File: config.mk
export PLATFORM = sky130hd
export DESIGN_NAME = fracn_div_ctrl
export DESIGN_NICKNAME = d
export VERILOG_FILES = /design/src/rtl/fracn_pkg.sv /design/src/rtl/fracn_dsm_acc.sv /design/src/rtl/fracn_swallow_ctl.sv /design/src/rtl/fracn_div_ctrl.sv
export SDC_FILE = /design/constraint.sdc
export NUM_CORES = 1
export LEC_CHECK = 0
export ABC_AREA = 1
export BUFFER_PORTS_ARGS = -buffer_cell sky130_fd_sc_hd__buf_4
export CAP_MARGIN = 20
export CELL_PAD_IN_SITES_DETAIL_PLACEMENT = 0
export CELL_PAD_IN_SITES_GLOBAL_PLACEMENT = 1
export CORE_ASPECT_RATIO = 2
export CORE_MARGIN = 2
export CORE_UTILIZATION = 30
export DETAILED_ROUTE_END_ITERATION = 10
export GPL_TIMING_DRIVEN = 1
export PLACE_DENSITY = 0.59
export SLEW_MARGIN = 40
export SYNTH_ARGS = -nofsm -noshare
export SYNTH_HDL_FRONTEND = slang
export SYNTH_SLANG_ARGS = --single-unit
File: constraint.sdc
create_clock -name clk -period 7.4 [get_ports clk]
set_input_delay 1.11 -clock clk [delete_from_list [all_inputs] [get_ports clk]]
set_output_delay 1.11 -clock clk [all_outputs]
set_load 0.02 [all_outputs]
File: src/rtl/fracn_pkg.sv
package fracn_pkg;
    localparam int unsigned FRACN_B_MIN    = 2;
    localparam int unsigned FRACN_A_MAX_LO = 3;
endpackage

File: src/rtl/fracn_dsm_acc.sv
module fracn_dsm_acc #(
    parameter int unsigned FN_W = 10
) (
    input  logic            clk,
    input  logic            rst_n,
    input  logic            step_i,
    input  logic [FN_W-1:0] fn_i,
    output logic            carry_o
);
    typedef struct packed {
        logic [FN_W-1:0] acc;
    } acc_st_t;

    acc_st_t st_d, st_q;
    logic [FN_W:0] sum;

    always_comb begin
        sum     = {1'b0, st_q.acc} + {1'b0, fn_i};
        carry_o = sum[FN_W];
        st_d    = st_q;
        if (step_i) begin
            st_d.acc = sum[FN_W-1:0];
        end
    end

    always_ff @(posedge clk or negedge rst_n) begin
        if (!rst_n) begin
            st_q <= '0;
        end else begin
            st_q <= st_d;
        end
    end

    AST_ZERO_FN_NO_CARRY: assert property (@(posedge clk) disable iff (!rst_n)
        (fn_i == '0) |-> !carry_o);
endmodule

File: src/rtl/fracn_swallow_ctl.sv
module fracn_swallow_ctl #(
    parameter int unsigned B_W = 4
) (
    input  logic           clk,
    input  logic           rst_n,
    input  logic [B_W-1:0] len_i,
    input  logic [B_W-1:0] swl_i,
    output logic           bound_o,
    output logic           pulse_o,
    output logic           mod_o
);
    typedef struct packed {
        logic [B_W-1:0] cnt;
        logic [B_W-1:0] swl;
        logic           live;
    } ctl_st_t;

    ctl_st_t st_d, st_q;

    always_comb begin
        st_d      = st_q;
        st_d.live = 1'b1;
        if (st_q.cnt == '0) begin
            st_d.cnt = len_i - 1'b1;
            st_d.swl = swl_i;
        end else begin
            st_d.cnt = st_q.cnt - 1'b1;
            if (st_q.swl != '0) begin
                st_d.swl = st_q.swl - 1'b1;
            end
        end
    end

    always_ff @(posedge clk or negedge rst_n) begin
        if (!rst_n) begin
            st_q <= '0;
        end else begin
            st_q <= st_d;
        end
    end

    assign bound_o = (st_q.cnt == '0);
    assign pulse_o = bound_o && st_q.live;
    assign mod_o   = (st_q.swl != '0);

    AST_PULSE_GAP: assert property (@(posedge clk) disable iff (!rst_n)
        pulse_o |=> !pulse_o);
    AST_SWL_ENDS: assert property (@(posedge clk) disable iff (!rst_n)
        bound_o |-> (st_q.swl <= 1));
    AST_MOD_STAYS_LOW: assert property (@(posedge clk) disable iff (!rst_n)
        (!mod_o && !bound_o) |=> !mod_o);
    AST_COUNT_ONLY: assert property (@(posedge clk) disable iff (!rst_n)
        !bound_o |=> (st_q.cnt == $past(st_q.cnt) - 1'b1));
endmodule

File: src/rtl/fracn_div_ctrl.sv
module fracn_div_ctrl #(
    parameter int unsigned B_W  = 4,
    parameter int unsigned A_W  = 3,
    parameter int unsigned FN_W = 10
) (
    input  logic            clk,
    input  logic            rst_n,
    input  logic            band_hi,
    input  logic [B_W-1:0]  b_word,
    input  logic [A_W-1:0]  a_word,
    input  logic [FN_W-1:0] fn_word,
    output logic            mod_sel,
    output logic            div_pulse,
    output logic            b_err
);
    localparam logic [B_W-1:0] B_MIN    = B_W'(fracn_pkg::FRACN_B_MIN);
    localparam logic [A_W-1:0] A_MAX_LO = A_W'(fracn_pkg::FRACN_A_MAX_LO);
    localparam int unsigned    S_W      = (B_W > A_W + 1) ? B_W : A_W + 1;

    typedef struct packed {
        logic err;
    } top_st_t;

    top_st_t        st_d, st_q;
    logic           bound;
    logic           carry;
    logic [B_W-1:0] len_eff;
    logic [A_W-1:0] a_lim;
    logic [S_W-1:0] s_sum;
    logic [B_W-1:0] swl_eff;

    always_comb begin
        len_eff = (b_word < B_MIN) ? B_MIN : b_word;
        a_lim   = (!band_hi && (a_word > A_MAX_LO)) ? A_MAX_LO : a_word;
        s_sum   = S_W'(a_lim) + S_W'(carry);
        swl_eff = (s_sum > S_W'(len_eff)) ? len_eff : B_W'(s_sum);
        st_d    = st_q;
        if (bound && (b_word < B_MIN)) begin
            st_d.err = 1'b1;
        end
    end

    always_ff @(posedge clk or negedge rst_n) begin
        if (!rst_n) begin
            st_q <= '0;
        end else begin
            st_q <= st_d;
        end
    end

    fracn_dsm_acc #(.FN_W(FN_W)) u_dsm (
        .clk     (clk),
        .rst_n   (rst_n),
        .step_i  (bound),
        .fn_i    (fn_word),
        .carry_o (carry)
    );

    fracn_swallow_ctl #(.B_W(B_W)) u_ctl (
        .clk     (clk),
        .rst_n   (rst_n),
        .len_i   (len_eff),
        .swl_i   (swl_eff),
        .bound_o (bound),
        .pulse_o (div_pulse),
        .mod_o   (mod_sel)
    );

    assign b_err = st_q.err;

    AST_ERR_STICKY: assert property (@(posedge clk) disable iff (!rst_n)
        b_err |=> b_err);
    AST_ERR_RAISE: assert property (@(posedge clk) disable iff (!rst_n)
        (bound && (b_word < B_MIN)) |=> b_err);
endmodule

==> flow_summary.toml <==
[outcome]
outcome = "finished clean"

[critical_path]
slowest_delay_ns = 0.41
cp.arrival_ns = 3.92
worstSetupPathType = "input port to flop"
cp-end-kind = "flop"
critical-path-top-delay-family = "adder cells"
crit_top_cell = "nand2_1"
required_ns = 7.56
worst-path-buf-inv = 5
startpoint_type = "input port"
critPathMaxFanout = 5
cp_cell_sequence = "buf_4 -> ha_1 -> inv_1 -> fa_1 -> o21ai_2 -> nand2_1 -> nand2_1 -> nand4_1 -> nand3_1 -> ha_1 -> ha_1 -> xor2_1 -> inv_1 -> ha_1 -> nand2_1 -> inv_2 -> nand2_1 -> nand2_1 -> nand2_1 -> inv_1 -> nor2_1 -> nor2_1 -> nor2_1"
slowest_stage = "fa_1"

[power_and_ir_drop]
finalPower_mw = 0.744
p_leak_nw = 1.06
p_clk_frac = 0.152
p_int_mw = 0.415
p_per_area_mw_per_mm2 = 390
seqPwrFrac = 0.260
swShare = 0.443
comb_power_share = 0.588
switching_power_mw = 0.329
ir_drop_mv = 0.179

[sta]
final.min_clock_period_ns = 3.76
rsz0062_at_grt = "false"
clock.fmax_mhz = 266
finClkSkew_ns = 0.00249
setup_tns_ns = 0
finalWorstSetupSlack_ns = 3.64
final_hold_viol_count = 0
period_share = 0.508
holdWs_ns = 0.486
finalMaxSlewViolations = 0
setup_viol = 0

[floorplanning]
die_area_mm2 = 0.00608
top_level_ports = 23
die_w_um = 56.1
core.rowCount = 38
core_mm2 = 0.00533
dieHeight_um = 108
initial_core_util = 0.306

[yosys]
netlist_area_mm2 = 0.00163
synth.most_common_cell = "nand2_1"
yosysTopAreaCell = "dfrtp_1"
yosysWarnings = 0
ys_top_cells_by_area = "dfrtp_1 31%, ha_1 15%, nand2_1 13%, inv_1 7.6%, nand3_1 5.5%"
synth_ff_type = "dfrtp_1"
yosysSeqAreaShare = 0.307
synth_edf_count = 0
syn_nets = 263
synthCells = 223
synth_commonest_cells = "56 x nand2_1, 33 x inv_1, 23 x nor2_1"
syn_avg_cell_area_um2 = 7.31
ys_seq_elements = 20
synth_top_area_share = 0.307
ys_async_sr_fraction = 1.00
yosys.cell_types.count = 27

[route]
num_vias = 1384
ant_nets = 0
dr.pass1.iters = 4
wirelength_um = 3510
viasPerCell = 4.52
wire_per_inst_um = 11.5
drt_iter0_markers = 24
drc = 0

[final_layout]
area_delta_synth_final_pct = 17.0
drive_gt1_frac = 0.167
post-route-cell-area_mm2 = 0.00191
nets = 287
diodes = 0

[place]
dp_worst_setup_slack_ns = 3.32
dpl_cell_area_mm2 = 0.00184
port_buffers = 22
dpl.hpwl_um = 2780
place.gp.congestion = 0.867

[global_routing]
overflow = 0
grt_pass1_wl_um = 6310
grt_max_degree = 24
grtUsageTotal = 0.129
grt_pass1_vias = 1405
antenna_found_initial = 0

[clock_tree]
postCtsResizedCells = 0
insertion_delay_ns = 0.26
cts_setup_buffers = 0
htree_levels = 1
postCtsHoldBufs = 0
clock_path_buffers = 2
cts_buffers = 3
ctsRootBufferMaster = "clkbuf_8"
tritoncts = "built"
clk_transition_reported_paths_ns = 0.08
cts.sinks = 20

[run]
maxCapViolCount = 0

[worst_hold_path]
min_path_type = "flop to flop"
-- path summary, 6_finish.rpt --
check	start	cells past startpoint	to	slack [ns]
max	fn_word[0]	23	u_ctl.st_q[3]	3.64
min	b_err	1	b_err	0.49
max reg2reg	u_dsm.st_q[0]	22	u_ctl.st_q[3]	4.20
min reg2reg	b_err	1	b_err	0.49
max in group asynchronous	rst_n	1	u_ctl.st_q[0]	6.46
min in group asynchronous	rst_n	1	u_dsm.st_q[5]	0.72
-- placed cells by master, fill, tap and decap left out, drive strengths merged, types with 3 or more instances in the layout --
cell type,count
nand2,57
a21oi,10
dfrtp,20
nor2,24
inv,38
nand4,3
o21ai,10
clkbuf,3
buf,22
xor2,4
o21bai,5
nand3,21
xnor2,3
ha,19
-- per-layer routing --
layer  wire length, µm  vias up  share of wire  GRT usage
met2              1740       22           0.50      0.221
met4                40        0          0.011     0.0408
met5                 0        -              0          0
li1                  -      751              -          -
met1              1650      607           0.47      0.168
met3                76        4          0.022     0.0156
-- through the flow --
| stage | std cells | util |
|---|---|---|
| CTS | 306 | 0.358 |
| finish | 306 | 0.358 |
| global route | 306 | 0.358 |
| detailed placement | 302 | 0.345 |
| global placement | 302 | 0.345 |
| floorplan | 223 | - |
-- worst reg2reg max path, stage by stage (launching register included) --
cell	delay, ns
dfrtp_1	0.35
ha_1	0.19
inv_1	0.06
fa_1	0.41
o21ai_2	0.22
nand2_1	0.10
nand2_1	0.09
nand4_1	0.08
nand3_1	0.11
ha_1	0.18
ha_1	0.16
xor2_1	0.19
inv_1	0.06
ha_1	0.27
nand2_1	0.06
inv_2	0.05
nand2_1	0.05
nand2_1	0.09
nand2_1	0.11
inv_1	0.09
nor2_1	0.04
nor2_1	0.11
nor2_1	0.05
-- final cells by class --
type	count	area [µm²]
repair buffers	22	165
clock inverters	1	30.0
fillers	582	3420
inverters	38	143
well taps	60	75.1
multi-input cells	162	953
clock buffers	3	41.3
flip-flops and latches	20	500
-- cell families (layout without fill, tap and decap cells) --
logic type | count (synthesis) | in the layout | synth area share
compound gates | 27 | 27 | 0.104
buf+inv | 41 | 64 | 0.108
xor+xnor | 7 | 7 | 0.0376
fa+ha+maj | 20 | 20 | 0.158
flops | 20 | 20 | 0.307
simple gates | 107 | 107 | 0.282
other cells | 1 | 1 | 0.00230
-- power groups by stage --
stage | combinational (mW) | clock (mW) | sequential [mW]
floorplan | 0.359 | 0 | 0.192
global placement | 0.446 | 0 | 0.195
detailed placement | 0.445 | 0 | 0.196
CTS | 0.448 | 0.118 | 0.194
global route | 0.516 | 0.123 | 0.201
finish | 0.438 | 0.113 | 0.193
-- state kept, by name, indices dropped and copies added (netlist names) --
| register | cells |
|---|---|
| u_ctl.st_q | 9 |
| b_err | 1 |
| u_dsm.st_q | 10 |
Note: power is estimated with default switching activity, not from simulation.
